File: src/rtl/rtc_alarm_core.sv
module rtc_alarm_core #(
  parameter int CW = 32
) (
  input  logic          clk,
  input  logic          rst_n,
  input  logic          cfg_we,
  input  logic          alm_we,
  input  logic [CW-1:0] wr_data,
  input  logic          cnt_ld,
  input  logic [CW-1:0] cnt_ld_val,
  output logic          alarm_evt,
  output logic          alarm_seen,
  output logic [CW-1:0] count
);
  localparam int BIT_EN   = 0;
  localparam int BIT_AUTO = 1;
  localparam int BIT_CLR  = 2;

  logic [CW-1:0] cnt_q, alm_q;
  logic          en_q, auto_q, evt_q, seen_q;
  logic          hit, disarm, clr_seen, wrap_zero;

  assign hit       = en_q && (cnt_q == alm_q);
  assign disarm    = cfg_we && !wr_data[BIT_EN];
  assign clr_seen  = cfg_we && wr_data[BIT_CLR];
  assign wrap_zero = evt_q && auto_q;

  always_ff @(posedge clk or negedge rst_n) begin
    if (!rst_n) begin
      cnt_q <= '0;
    end else if (cnt_ld) begin
      cnt_q <= cnt_ld_val;
    end else if (wrap_zero) begin
      cnt_q <= '0;
    end else begin
      cnt_q <= cnt_q + 1'b1;
    end
  end

  always_ff @(posedge clk or negedge rst_n) begin
    if (!rst_n) begin
      alm_q  <= '0;
      en_q   <= 1'b0;
      auto_q <= 1'b0;
    end else begin
      if (alm_we) alm_q <= wr_data;
      if (cfg_we) begin
        en_q   <= wr_data[BIT_EN];
        auto_q <= wr_data[BIT_AUTO];
      end
    end
  end

  always_ff @(posedge clk or negedge rst_n) begin
    if (!rst_n) begin
      evt_q  <= 1'b0;
      seen_q <= 1'b0;
    end else begin
      evt_q  <= hit && !evt_q && !disarm;
      seen_q <= evt_q || (seen_q && !clr_seen);
    end
  end

  assign alarm_evt  = evt_q;
  assign alarm_seen = seen_q;
  assign count      = cnt_q;

  AST_EVT_SINGLE: assert property (@(posedge clk) disable iff (!rst_n)
    alarm_evt |=> !alarm_evt);
  AST_EVT_CAUSE: assert property (@(posedge clk) disable iff (!rst_n)
    $rose(alarm_evt) |-> $past(en_q && (count == alm_q)));
  AST_DISARM_QUIET: assert property (@(posedge clk) disable iff (!rst_n)
    (cfg_we && !wr_data[BIT_EN]) |=> !alarm_evt);
  AST_AUTO_ZERO: assert property (@(posedge clk) disable iff (!rst_n)
    (alarm_evt && auto_q && !cnt_ld) |=> (count == '0));
  AST_LOAD_WINS: assert property (@(posedge clk) disable iff (!rst_n)
    cnt_ld |=> (count == $past(cnt_ld_val)));
  AST_STEP_ONE: assert property (@(posedge clk) disable iff (!rst_n)
    (!cnt_ld && !(alarm_evt && auto_q)) |=> (count == $past(count) + 1'b1));
  AST_SEEN_HOLDS: assert property (@(posedge clk) disable iff (!rst_n)
    (alarm_seen && !(cfg_we && wr_data[BIT_CLR])) |=> alarm_seen);
  AST_SEEN_SETS: assert property (@(posedge clk) disable iff (!rst_n)
    alarm_evt |=> alarm_seen);
endmodule

File: config.mk
export PLATFORM = sky130hd
export DESIGN_NAME = rtc_alarm_core
export DESIGN_NICKNAME = d
export VERILOG_FILES = /design/src/rtl/rtc_alarm_core.sv
export SDC_FILE = /design/constraint.sdc
export NUM_CORES = 1
export LEC_CHECK = 0
export CAP_MARGIN = 10
export CORE_MARGIN = 3
export CORE_UTILIZATION = 48
export DETAILED_ROUTE_END_ITERATION = 10
export GPL_TIMING_DRIVEN = 0
export HOLD_SLACK_MARGIN = 0.1
export PLACE_DENSITY = 0.8
export SYNTH_ARGS = -nofsm -noshare
export SYNTH_HDL_FRONTEND = slang
export SYNTH_SLANG_ARGS = --single-unit
File: constraint.sdc
create_clock -name clk -period 2.7 [get_ports clk]
set_clock_uncertainty 0.15 [all_clocks]
set_input_delay 0.405 -clock clk [delete_from_list [all_inputs] [get_ports clk]]
set_output_delay 0.405 -clock clk [all_outputs]
set_load 0.1 [all_outputs]
# --- Yosys cells after proc, flatten, opt, wreduce, memory -nomap -nowiden ---
# Cells that the tools add are included.
totals:
  reg_bits: 68
  latchBits: 0
  ram_bits: 0
  rom_bits: 0
  in_bits: 69
  output_inout_bits: 34
  elab_cells: 22
  memories: 0
op_classes:
  n_addsub: 1
  n_mul: 0
  div: 0
  order_cmp: 0
  eq_ne: 1
  shifts: 0
  mux: 2
  bitwise_logic: 0
  reduce_logical: 12
op_table:
  columns: ["op", "count"]
  rows:
  - ["$mux W32", 2]
  - ["$add A32 B1 Y32 const B", 1]
  - ["$eq A32 B32 Y1", 1]
  - ["$logic_and A1 B1 Y1", 7]
  - ["$logic_not A1 Y1", 4]
  - ["$logic_or A1 B1 Y1", 1]

# --- Logic depth before layout (Yosys ltp) ---
depth:
  depth_word: 4
  ltp_mapped: 7
  mapped_depth_nobuf: 5

# --- Least setup slack after synthesis ---
# Ideal clock, no wire load.
synth_path:
  kind: "register -> register"
  startpoint: "reg cnt_q[4], in the netlist count[4]"
  endpoint: "reg cnt_q[29], in the netlist count[29]"
  setup_ns: 0.124
  arrival_ns: 2.678
  required_time_ns: 2.426
  setup_slack_ns: -0.252
  stages_incl_launch_ff: 8
  n_path_buf: 3
  synth_period_minus_slack_ns: 2.952
  path_cell_list: "dfrtp_1 buf_2 nand4_4 or4_4 buf_6 buf_6 o31a_1 a211o_1"
synth_via:
  elab_chain_cells: 3
synth_rtl:
  columns: ["element", "line", "text"]
  rows:
  - ["start, declared", "19", "logic [CW-1:0] cnt_q, alm_q;"]
  - ["start signal, assigned", "32", "cnt_q <= cnt_ld_val;"]
  - ["start signal, assigned", "36", "cnt_q <= cnt_q + 1'b1;"]
  - ["$add A32 B1 Y32", "36", null]
  - ["$mux W32", "33", "end else if (wrap_zero) begin"]
  - ["$mux W32", "31", "end else if (cnt_ld) begin"]
# No other way between the ends.
# A chain may end at the register's enable or synchronous reset.

# --- Worst setup path after layout ---
layout_path:
  startpoint: "reg cnt_q[23], in the netlist count[23]"
  endpoint: "out count[23]"
layout_rtl:
  columns: ["element", "line", "text"]
  rows:
  - ["end, declared", "13", "output logic [CW-1:0] count"]
# No word-level cell between the ends.

==> results_dict.tcl <==
set metrics [dict create \
    critPathBufInv 1 \
    grt_max_degree 69 \
    synth_nets 415 \
    die_height_um 92.6 \
    cp_cell_sequence "clkdlybuf4s50_1" \
    drt_pass1_iterations 5 \
    hold_viol 0 \
    timing.max_slew.rel_slack_pct 32.7 \
    dpl.hpwl_um 7640 \
    tritoncts.num_buffers 9 \
    drc_markers 0 \
    avgRoutedWirePerCell_um 17.8 \
    internal_power_mw 1.99 \
    mappedNetlistArea_um2 3600 \
    worst_ep_arrival_time_ps 2090 \
    vias_in_the_first_global_route 3146 \
    max-clock-path-buffers 2 \
    maximum_vdd_drop_v 0.000441 \
    power_switching_share_pct 35.5 \
    largest_delay_contributor_family_on_the_critical_path "buffers and inverters" \
    switchingPower_mw 1.10 \
    io-pin-count 103 \
    synth_ff_type "dfrtp_1" \
    timing.setup.critical_path_class "reg -> out" \
    power_frac_seq_pct 40.5 \
    timing.critical_path.from_type "flip-flop" \
    clk_latency_ps 350 \
    portBuffers 100 \
    final_min_period_over_clock_period_pct 98.0 \
    initial_antenna_violation_count 0 \
    ctsRootBufferMaster "clkbuf_8" \
    ant_nets 0 \
    fillerInstances 528 \
    share_of_power_burned_in_the_clock_network_pct 29.7 \
    period_minus_slack_ps 2650 \
    clkTransAtPathRegs_ps 80 \
    floorplan.core_area_um2 7020 \
    multiInputGateArea_um2 1780 \
    critical_path.slowest_cell "clkdlybuf4s50_1" \
    placement_rows 30 \
    gr_layer_usage_met1_pct 31.0 \
    area_of_the_die_um2 8570 \
    critPathCaptureType "output port" \
    synth.ff_latch_count 68 \
    worst_pin_slew_ps 1010 \
    synth_top_cells_by_area "dfrtp_1 (47%), mux2_2 (11%), xor2_1 (8.3%)" \
    worstHoldPathType "in -> reg" \
    grt_remaining_overflow 0 \
    n_antenna_cell 0 \
    max_stage_delay_ps 1200 \
    finalSetupViolations 0 \
    vias_per_cell 5.77 \
    top_usage_layer "met2" \
    globalplace.congestion 0.847 \
    critPathMaxFanout 8 \
    routed_wirelength_um 9960 \
    synth_top_area_share_pct 47.3 \
    synth_warnings 0 \
    fmax_mhz 378 \
    grt_use_met2_pct 38.8 \
    drv_cap 0 \
    worst-endpoint-required_ps 2140 \
    area_growth_syn_to_layout_pct 38.1 \
    grt_usage_pct 23.7 \
    power_mw 3.08 \
    drive_above_1_share_pct 16.9 \
    synth.largest_area_cell "dfrtp_1" \
    result_of_the_run "complete, no violations" \
    ctsHtreeMaxLevel 3 \
    drt_iter0_markers 235 \
    vias 3220 \
    grt_setup_unrepaired "false" \
    fin_setup_tns_ps 0 \
    postSynth.asyncResetShare_pct 100 \
    pwr_density_cell_nw_per_um2 621 \
    syn-instance-count 345 \
    clock_tree_from_tritoncts "done" \
    layout.nets 527 \
    clock_sink_count 68 \
    portion_of_total_power_attributed_to_combinational_logic_pct 29.8 \
    initial_utilization_pct 51.3 \
    synth-seq-area-share_pct 47.3 \
    finalHoldWorstSlack_ps 326 \
    maxSlewViolCount 0 \
    area_taken_by_flip_flops_and_latches_um2 1720 \
    p_leak_nw 1.97 \
    global_route_wire_length_before_repair_um 15800 \
    synth_edf_count 0 \
    fp.dieW_um 92.6 \
    globalRouteMet3Util_pct 4.63 \
    post_synth_num_cell_types 41 \
    syn_avg_cell_area_um2 10.4 \
]
## area by class of cell
cell class                 instances  area share [%]
inverter                           3           0.227
multi-input combinational        250            35.9
sequential                        68            34.6
clock inverter                     5            1.51
clock buffer                      11            2.84
timing repair buffer             101            20.3
buffer                            24            2.24
tap                               96            2.42
## worst paths after layout
path / startpoint / end / slack [ps] / cells after the start
worst min register to register: alarm_seen$_DFF_PN0_ / alarm_seen$_DFF_PN0_ / 350 / 1
worst max-delay path: count[23]$_DFF_PN0_ / count[23] / 50 / 1
worst min-delay path: alm_we / alm_q[31]$_DFFE_PN0P_ / 330 / 2
max in group asynchronous: rst_n / count[4]$_DFF_PN0_ / 1220 / 2
worst max register to register: count[0]$_DFF_PN0_ / count[20]$_DFF_PN0_ / 290 / 5
min in group asynchronous: rst_n / alm_q[4]$_DFFE_PN0P_ / 560 / 2
## placed cells by master, fill, tap and decap left out, drive strengths merged, types with 3 or more instances in the layout
| cell | n |
|---|---|
| o311a | 3 |
| or4 | 5 |
| nand3 | 12 |
| nor4 | 12 |
| clkdlybuf4s50 | 99 |
| nand4 | 14 |
| o21ai | 15 |
| a221o | 6 |
| a21o | 3 |
| xnor2 | 12 |
| inv | 3 |
| a32oi | 3 |
| xor2 | 34 |
| nor2 | 13 |
| dfrtp | 68 |
| and3 | 5 |
| clkinv | 3 |
| nor3 | 11 |
| mux2 | 34 |
| buf | 10 |
| clkbuf | 26 |
| a31oi | 3 |
| o211ai | 6 |
| nand2 | 41 |
## through the flow
stage | utilization, % | area, um2 | cells | setup WS, ps
global placement | 67.5 | 4740 | 541 | -1390
CTS | 70.7 | 4960 | 558 | 69.5
global route | 70.8 | 4970 | 558 | 19.8
floorplan | - | 3620 | 345 | 23.0
finish | 70.8 | 4970 | 558 | 53.1
detailed placement | 67.5 | 4740 | 541 | 83.1
## timing repair
item                                    in CTS  in global routing
resized for setup                            0                  1
setup buffers                                0                  0
endpoints found under the setup margin       0                  4
hold buffers                                 1                  0
hold endpoints to repair                    68                  0
## synth_stat cells (all sizes together) (5+ instances only)
library cell / count
a221o: 6
and3: 5
buf: 9
clkbuf: 15
dfrtp: 68
mux2: 34
nand2: 41
nand3: 12
nand4: 14
nor2: 13
nor3: 11
nor4: 12
o211ai: 6
o21ai: 15
or4: 5
xnor2: 12
xor2: 34
## state kept, by name, summed over array words and instances, names as in the netlist
| register | cells |
|---|---|
| auto_q | 1 |
| count | 32 |
| en_q | 1 |
| alarm_evt | 1 |
| alarm_seen | 1 |
| alm_q | 32 |
## cells by family after synthesis
kind of cell | count (synthesis) | share of synthesized area [%]
fa+ha+maj | 1 | 0.348
mux | 34 | 10.6
simple gates | 121 | 17.4
xor+xnor | 46 | 11.2
compound gates | 48 | 9.77
flops | 68 | 47.3
buf+inv | 27 | 3.41
## power groups by stage
stage / registers [mW] / clock network [mW] / logic (mW)
2_1_floorplan: 1.59 / 0 / 0.270
5_1_grt: 1.26 / 0.971 / 0.965
3_3_place_gp: 1.26 / 0 / 0.903
4_1_cts: 1.25 / 0.926 / 0.921
6_report: 1.25 / 0.916 / 0.918
3_5_place_dp: 1.27 / 0 / 0.918
## layer usage
metal  up-vias  part of all wire, %  wire [um]
met3        21                  7.4        737
met5         -                    0          0
met2       148                   49       4880
met4         0                  2.4        235
met1      1570                   41       4100
li1       1481                    -          -
Power figures use the tool's default switching activity.
